--- config.mk ---
export PLATFORM = sky130hd
export DESIGN_NAME = pmon_freeze_ctl
export DESIGN_NICKNAME = d
export VERILOG_FILES = /design/src/rtl/pmon_freeze_ctl.sv
export SDC_FILE = /design/constraint.sdc
export NUM_CORES = 1
export LEC_CHECK = 0
export CAP_MARGIN = 20
export CORE_UTILIZATION = 35
export CTS_CLUSTER_DIAMETER = 200
export DETAILED_ROUTE_END_ITERATION = 8
export DONT_BUFFER_PORTS = 1
export GPL_TIMING_DRIVEN = 0
export PLACE_DENSITY = 0.5
export SLEW_MARGIN = 20
export SYNTH_ARGS = -nofsm -noshare
export SYNTH_HDL_FRONTEND = slang
export SYNTH_SLANG_ARGS = --single-unit
--- constraint.sdc ---
create_clock -name clk -period 2.4 [get_ports clk]
set_input_delay 0.48 -clock clk [delete_from_list [all_inputs] [get_ports clk]]
set_output_delay 0.48 -clock clk [all_outputs]
set_load 0.02 [all_outputs]
--- src/rtl/pmon_freeze_ctl.sv ---
module pmon_freeze_ctl #(
  parameter int NCNT      = 4,
  parameter int DW        = 16,
  parameter int TRC_BIT   = 6,
  parameter int STORE_BIT = 7
) (
  input  logic            clk,
  input  logic            rst_n,
  input  logic            smi_strobe,
  input  logic            rsm_strobe,
  input  logic            pmi_req,
  input  logic            frz_pmi_en,
  input  logic            frz_smm_en,
  input  logic            cap_frz_smm,
  input  logic            sw_en_we,
  input  logic [NCNT-1:0] sw_en_wdata,
  input  logic            sw_dbg_we,
  input  logic [DW-1:0]   sw_dbg_wdata,
  output logic [NCNT-1:0] cnt_enable,
  output logic [DW-1:0]   dbg_ctl
);
  localparam logic [DW-1:0] CLR_MASK =
    (DW'(1) << 0) | (DW'(1) << 1) | (DW'(1) << TRC_BIT) | (DW'(1) << STORE_BIT);

  logic          in_smm;
  logic [DW-1:0] shadow;

  wire smm_on = frz_smm_en & cap_frz_smm;
  wire enter  = smi_strobe & smm_on & ~in_smm;
  wire leave  = rsm_strobe & in_smm;
  wire freeze = pmi_req & frz_pmi_en;

  wire [NCNT-1:0] en_sw  = sw_en_we  ? sw_en_wdata  : cnt_enable;
  wire [DW-1:0]   dbg_sw = sw_dbg_we ? sw_dbg_wdata : dbg_ctl;

  logic [NCNT-1:0] en_nx;
  logic [DW-1:0]   dbg_nx;

  always_comb begin
    en_nx  = en_sw;
    dbg_nx = dbg_sw;
    if (enter) begin
      en_nx  = '0;
      dbg_nx = dbg_sw & ~CLR_MASK;
    end else if (leave) begin
      en_nx  = '1;
      dbg_nx = shadow;
    end
    if (freeze) en_nx = '0;
  end

  always_ff @(posedge clk) begin
    if (!rst_n) begin
      cnt_enable <= '0;
      dbg_ctl    <= '0;
      shadow     <= '0;
      in_smm     <= 1'b0;
    end else begin
      cnt_enable <= en_nx;
      dbg_ctl    <= dbg_nx;
      if (enter) shadow <= dbg_sw;
      if (enter)      in_smm <= 1'b1;
      else if (leave) in_smm <= 1'b0;
    end
  end
endmodule


# After elaboration in Yosys (flattened, before gate mapping)
# Cells that the tools add are included.
# W data, S select, Z words.
# word_totals
regBits,37
in_bits,30
output_inout_bits,20
# classes
muxes,7
n_bitwise,7
n_reduce_logical,4
# op_table
op,count
$mux W16,3
$mux W4,2
$and A1 B1 Y1,5
$reduce_bool A2 Y1,2
$reduce_or A3 Y1,1
$mux W1,2
$not A1 Y1,2
$reduce_or A2 Y1,1

# Longest topological paths before layout
# Gate-level depths: netlist (run 1).
# logic_depth
depth_word,4
depth_mapped,5
ltp_nobuf,3

# Least setup slack after synthesis (run 1)
# Ideal clock, no wire load.
# synth_timing
path_kind,input -> register
startpoint,input sw_dbg_we
endpoint,register dbg_ctl[3]
setup_time_ns,0.116
arrival_time_ns,1.145
required_ns,2.284
path_slack_ns,1.139
stages,5
path_cell_list,buf_6 -> buf_6 -> mux2i_1 -> nand2_1 -> o211a_1
# synth_via
elab_chain_len,3
# synth_rtl
element,line,text
start: declaration,17,"input logic sw_dbg_we,"
$mux W16 *,34,wire [DW-1:0] dbg_sw = sw_dbg_we ? sw_dbg_wdata : dbg_ctl;
$mux W16,45,end else if (leave) begin
$mux W16 *,42,if (enter) begin
end signal: assignment,60,dbg_ctl <= dbg_nx;
end: declaration,20,output logic [DW-1:0] dbg_ctl
# Every way passes the cells marked *; elsewhere a longest branch is shown, timed or not.
# A chain may end at the register's enable or synchronous reset.

# Worst setup path in the final report (run 1)
# layout_timing
startpoint,register dbg_ctl[3]
endpoint,output dbg_ctl[3]
# No word-level cell between the ends.

==> Flow_metrics.wiki, run 1 <==
{| class="wikitable"
! Metric !! Value
|-
| Distinct cell type count after synthesis || 16
|-
| Average wire length per cell after detail routing || 16.7 um
|-
| Number of placed instances with taps included || between 150 and 200
|-
| Chip Width || 69.1 um
|-
| Worst hold-check slack || 350 ps
|-
| IO buf count || 0
|-
| Number of iterations in the first detailed-routing pass || 4
|-
| Final nets || 182
|-
| Height of the chip || 69.1 um
|-
| Placeable Area || ~0.0044 sq mm
|-
| Transition time at the pin with the least slew margin || between 500 and 600 ps
|-
| Hold worst-path end || dbg_ctl[0]
|-
| Clock transition at path regs || around 70 ps
|-
| Max-slew violation total from the final report || 0
|-
| Required time of the critical path || around 1900 ps
|-
| Number of global-route vias before repair || 1126
|-
| Cell count after synthesis || 145
|-
| Critical Path End Type || primary output
|-
| Worst slack at placement || 981 ps
|-
| Starting Density || 36.2%
|-
| Antenna Nets Post-Route || 0
|-
| First-pass GRT wire length || 5440 um
|-
| Clock sink count || 37
|-
| Number of hold buffers added after CTS || 0
|-
| Maximum number of pins on one net before global-route repair || 11
|-
| Synthesis Warnings || 0
|-
| Slew margin rel. || roughly two thirds
|-
| Start point of the critical path || dbg_ctl[3]
|-
| Syn Std Cell Area || 0.00158 sq mm
|-
| Final critical delay including setup and external delays || 1230 ps
|-
| Power per unit of standard cell area || roughly 720 mW/mm^2
|-
| Critical path class || reg2out
|-
| Drt first-iter violations || slightly below 90
|-
| Setup TNS after final layout || 0 ps
|-
| Flop-to-flop setup slack || 1190 ps
|-
| Initial antenna violation count || 0
|-
| H-tree depth || 2
|-
| DP HPWL || 2340 um
|-
| Clock Skews || 3.12 ps
|-
| Routed vias/inst || 5.44
|-
| Sequential area share after synthesis || 47.0%
|-
| Final standard cell count with taps included and fillers excluded || 205
|-
| Crit Reg-Reg Endpoint || dbg_ctl[4]
|-
| Number of standard-cell rows in the floorplan || 24
|-
| Residual DRC count || 0
|-
| Setup slack of the critical path after layout || 1170 ps
|-
| Beginning of the worst hold path || rst_n
|-
| Setup repair after global routing missed its margin || no
|-
| Remaining global-route overflow || 0
|-
| Hold Violations, Final || 0
|-
| Logic depth of the worst setup path including buffers || 0
|-
| Global-route usage over all layers || about 15%
|-
| Static leakage || 0.000985 uW
|-
| Final setup fails || 0
|-
| CTS root buffer || sky130_fd_sc_hd__clkbuf_8
|-
| Total of max-cap violations || 0
|-
| TritonCTS clock tree || built
|-
| Bufs on Longest Clock Path || 2
|-
| Final estimated routing congestion in global placement || roughly 0.74
|-
| Period utilisation layout || 51.1%
|-
| Utilization after layout || 39.5%
|-
| Vias || approximately 1100
|-
| Crit Reg-Reg Startpoint || in_smm
|-
| Seq cells post-synth || 37
|-
| Hold depth || 2
|-
| Type of the worst min-delay path || in2reg
|-
| N_diodes || 0
|-
| Max Fanout on Critical Path || 2
|-
| Nets in the synthesized netlist || 175
|-
| Max Freq || 815 MHz
|-
| Worst reg-to-reg path cell count || 4
|-
| Ratio of cells with drive above 1 in the final layout || a little over an eighth
|-
| Die area || between 0.004 and 0.005 sq mm
|-
| Fillers || approximately 440
|-
| Startpoint Class || register
|-
| Top-Level Pins || 50
|-
| Area growth, synth to finish || 9.21%
|-
| Crit path arrival time || around 750 ps
|-
| Post-Synthesis Mean Instance Area || 10.9 sq um
|-
| Worst skew pair latency || 280 ps
|-
| Post-cts resize count || 0
|-
| Post-CTS setup buffer count || 0
|-
| Number of clock buffers inserted by TritonCTS || 5
|-
| Wire length reported by the detailed router || 3430 um
|-
| Outcome || completed
|-
| Largest voltage drop on the vdd net || 251 uV
|}
-- registers in the layout, indices dropped and copies added, names as in the netlist --
signal and cells:
shadow 16, cnt_enable 4, in_smm 1, dbg_ctl 16
-- cells in the mapped netlist --
master                     count  share of area (%)
sky130_fd_sc_hd__a211oi_2      4                3.2
sky130_fd_sc_hd__a21oi_1       4                1.3
sky130_fd_sc_hd__and4b_1       1               0.64
sky130_fd_sc_hd__buf_1         1               0.24
sky130_fd_sc_hd__buf_2         4                1.3
sky130_fd_sc_hd__buf_6         6                4.3
sky130_fd_sc_hd__clkbuf_1      2               0.48
sky130_fd_sc_hd__dfxtp_1      37                 47
sky130_fd_sc_hd__mux2i_1      20                 13
sky130_fd_sc_hd__nand2_1      30                7.1
sky130_fd_sc_hd__nand2b_4      1               0.87
sky130_fd_sc_hd__nand3b_4      1                1.3
sky130_fd_sc_hd__nor2_1        4               0.95
sky130_fd_sc_hd__nor2b_1       1               0.40
sky130_fd_sc_hd__o211a_1      28                 18
sky130_fd_sc_hd__o21a_1        1               0.48
-- area by class of cell --
type | count | area [sq um] | area share, %
flip-flops and latches | 37 | 741 | 43.1
plain buffers | 13 | 98.8 | 5.75
multi-input cells | 95 | 736 | 42.8
clock buffers | 8 | 80.1 | 4.65
well taps | 52 | 65.1 | 3.78
-- placed cells by master (no fill, tap or decap) --
cell and count:
sky130_fd_sc_hd__a211oi_2 4, sky130_fd_sc_hd__a21oi_1 4, sky130_fd_sc_hd__and4b_1 1, sky130_fd_sc_hd__buf_1 1, sky130_fd_sc_hd__buf_2 4, sky130_fd_sc_hd__buf_6 6, sky130_fd_sc_hd__clkbuf_1 5, sky130_fd_sc_hd__clkbuf_8 5
sky130_fd_sc_hd__dfxtp_1 37, sky130_fd_sc_hd__mux2i_1 20, sky130_fd_sc_hd__nand2_1 30, sky130_fd_sc_hd__nand2b_4 1, sky130_fd_sc_hd__nand3b_4 1, sky130_fd_sc_hd__nor2_1 4, sky130_fd_sc_hd__nor2b_1 1, sky130_fd_sc_hd__o211a_1 28
sky130_fd_sc_hd__o21a_1 1
-- cells by family after synthesis --
kind of cell / after synthesis / share of synthesized area (%)
AO/OA/AOI/OAI: 37 / 22.7
buffers and inverters: 13 / 6.27
flip-flops: 37 / 47.0
multiplexers: 20 / 12.7
AND/OR/NAND/NOR: 38 / 11.3
-- through the flow --
step / power, uW / area, sq um
global route: 1300 / 1720
global placement: 839 / 1640
CTS: 1260 / 1720
floorplan: 816 / 1580
detailed placement: 845 / 1640
finish: 1240 / 1720
-- how the worst max path moves through the flow --
stage                              to
after detailed placement  dbg_ctl[13]
after global placement    dbg_ctl[13]
after floorplan            dbg_ctl[3]
final                      dbg_ctl[3]
after global routing      dbg_ctl[13]
after CTS                  dbg_ctl[3]
-- metal layers --
layer	global-route usage [%]	up-vias	share of wire, %	routed length, um
li1	-	533	-	-
met1	17.1	533	42	1430
met2	25.0	45	49	1680
met3	4.53	5	7.8	266
met4	7.48	0	1.6	55
met5	0	-	0	0
-- report_power, final --
group	switching (uW)	internal, uW
Clock	206	206
Combinational	66.3	61.7
Sequential	49.0	652
Total	321	920
Note: power is estimated with default switching activity, not from simulation.
==> inputs of run 2 (changes only) <==
==> constraint.sdc (replaced) <==
create_clock -name clk -period 1.2 [get_ports clk]
set_input_delay 0.24 -clock clk [delete_from_list [all_inputs] [get_ports clk]]
set_output_delay 0.24 -clock clk [all_outputs]
set_load 0.02 [all_outputs]
==> run 2 against run 1 <==
Net effect: largest power group unchanged; total power grew 100%; wire length shrank 0.47%; die area is the same; hold slack lost 240 ps; non-clock buffer count is the same; sequential power grew 100%; first-iteration DRC count shrank 18%; via count shrank 1.5%; sequential cell count is the same; cell count is the same; sequential share of layout area shrank 0.27 points.
==> Flow_metrics.wiki, run 2 (synthesis gave the netlist of run 1 again) <==
{| class="wikitable"
! Metric !! Value
|-
| Cell with the largest stage delay on the worst path || sky130_fd_sc_hd__dfxtp_2
|-
| Ratio of cells with drive above 1 in the final layout || 15.0% (+1.3 points)
|-
| Max Fanout on Critical Path || 10 (+8)
|-
| Startpoint Class || register
|-
| Setup repair after global routing missed its margin || yes
|-
| Instance area after placement || 0.00164 sq mm (unchanged)
|-
| Number of placed instances with taps included || 197 (unchanged)
|-
| Hold Violations, Final || 0 (unchanged)
|-
| Power per unit of standard cell area || 1430 mW/mm^2 (+99%)
|-
| First-pass GRT wire length || 5440 um (unchanged)
|-
| Post-cts resize count || 1 (+1)
|-
| Height of the chip || 69.1 um (unchanged)
|-
| Post-CTS setup buffer count || 0 (unchanged)
|-
| CTS root buffer || sky130_fd_sc_hd__clkbuf_8
|-
| Critical Path End Type || register
|-
| Outcome || completed
|-
| N_diodes || 0 (unchanged)
|-
| Chip Width || 69.1 um (unchanged)
|-
| Kind of cell adding the most delay to the critical path || flip-flops
|-
| Slew margin rel. || 65.3% (-0.86 points)
|-
| Cell chain of the critical path || and4b_1 > buf_6 > buf_8 > nand2_1 > o211a_1
|-
| Crit-path max cell delay || approximately 330 ps
|-
| H-tree depth || 2 (unchanged)
|-
| Largest voltage drop on the vdd net || 501 uV (+100%)
|-
| Number of standard-cell rows in the floorplan || 24 (unchanged)
|-
| Total of max-cap violations || 0 (unchanged)
|-
| Number of global-route vias before repair || 1126 (unchanged)
|-
| Top library cells by usage in the layout, fill and taps aside || sky130_fd_sc_hd__dfxtp_1, sky130_fd_sc_hd__nand2_1, sky130_fd_sc_hd__o211a_1
|-
| Number of hold buffers added after CTS || 0 (unchanged)
|-
| Final setup fails || 0 (unchanged)
|-
| Die area || 0.00477 sq mm (unchanged)
|-
| Type of the worst min-delay path || in2reg
|-
| Critical path class || reg2reg
|-
| Leading cell type in the layout, fill and taps excluded || sky130_fd_sc_hd__dfxtp_1
|-
| Worst hold-check slack || 111 ps (-239 ps)
|-
| Area growth, synth to finish || 10.1%
|-
| Clock Skews || 2.84 ps (-0.279 ps)
|-
| Wire length reported by the detailed router || 3420 um (-0.47%)
|-
| Total buffers and inverters traversed by the critical path || 2
|-
| Number of clock buffers inserted by TritonCTS || 5 (unchanged)
|-
| DP HPWL || 2340 um (unchanged)
|-
| Transition time at the pin with the least slew margin || 521 ps (+12.8 ps)
|-
| Final standard cell count with taps included and fillers excluded || 205 (unchanged)
|-
| Worst skew pair latency || 280 ps (about the same)
|-
| Max-slew violation total from the final report || 0 (unchanged)
|-
| Antenna Nets Post-Route || 0 (unchanged)
|-
| Max Freq || 864 MHz
|-
| Final critical delay including setup and external delays || 1160 ps
|-
| Remaining global-route overflow || 0 (unchanged)
|-
| IO buf count || 0 (unchanged)
|-
| Required time of the critical path || 1380 ps (-540 ps)
|-
| Initial antenna violation count || 0 (unchanged)
|-
| Clock sink count || 37 (unchanged)
|-
| Starting Density || 36.2% (unchanged)
|-
| Final estimated routing congestion in global placement || 0.740 (unchanged)
|-
| Largest registers || dbg_ctl: 16 flops, shadow: 16 flops, cnt_enable: 4 flops
|-
| Post-route total power || 2480 uW (+100%)
|-
| Setup TNS after final layout || 0 ps (unchanged)
|-
| Routed vias/inst || 5.36 (-1.5%)
|-
| Fillers || 439 (+0.69%)
|-
| Period utilisation layout || just under 100%
|-
| Drt first-iter violations || 73 (-18%)
|-
| Top-Level Pins || 50 (unchanged)
|-
| Static leakage || 0.000990 uW (+0.53%)
|-
| Maximum number of pins on one net before global-route repair || 11 (unchanged)
|-
| Final nets || 182 (unchanged)
|-
| TritonCTS clock tree || built
|-
| Clock transition at path regs || 70 ps (about the same)
|-
| Global-route usage over all layers || 14.9% (unchanged)
|-
| Vias || 1099 (-1.5%)
|-
| Average wire length per cell after detail routing || 16.7 um (-0.47%)
|-
| Bufs on Longest Clock Path || 2 (unchanged)
|-
| Number of iterations in the first detailed-routing pass || 4 (unchanged)
|-
| Crit path arrival time || 1340 ps (+590 ps)
|-
| Placeable Area || 0.00435 sq mm (unchanged)
|-
| Post-Layout Inst Area || 0.00173 sq mm (+0.80%)
|-
| Residual DRC count || 0 (unchanged)
|}
-- run 2: cell counts in the layout (fill, tap and decap cells not counted) --
Identical to the previous run, type by type.
-- run 2: final timing paths --
path                            startpoint         end  slack, ps  cells past startpoint
worst max register to register      in_smm  shadow[14]         40                      5
worst max-delay path                in_smm  shadow[14]         40                      5
worst min-delay path                 rst_n  dbg_ctl[0]        110                      2
worst min register to register  shadow[12]  shadow[12]        500                      1
-- run 2: layout make-up --
class                           instances  area (sq um)  area share (%)
Multi-Input combinational cell         95           738            42.6
Clock buffer                            8          80.1            4.62
Tap cell                               52          65.1            3.75
Buffer                                 13           109            6.28
Sequential cell                        37           742            42.8
-- run 2: metrics by stage --
step	util, %	worst slack, ps
2_1_floorplan	-	143
3_3_place_gp	37.7	48.2
3_5_place_dp	37.7	-0.212
4_1_cts	39.6	13.1
5_1_grt	39.8	-11.3
6_report	39.8	42.8
-- run 2: routing by layer --
metal | up-vias | wire length (um) | global-route usage [%]
met5 | - | 0 | 0
met4 | 0 | 55 | 7.48
met3 | 5 | 275 | 4.53
met2 | 45 | 1670 | 25.0
met1 | 518 | 1410 | 17.1
li1 | 531 | - | -
-- run 2: power by group --
part | switching, uW | leakage (uW) | internal [uW]
registers | 98.3 | 0.000304 | 1300
logic | 133 | 0.000646 | 126
clock network | 411 | 0.0000395 | 412
total | 643 | 0.000990 | 1840
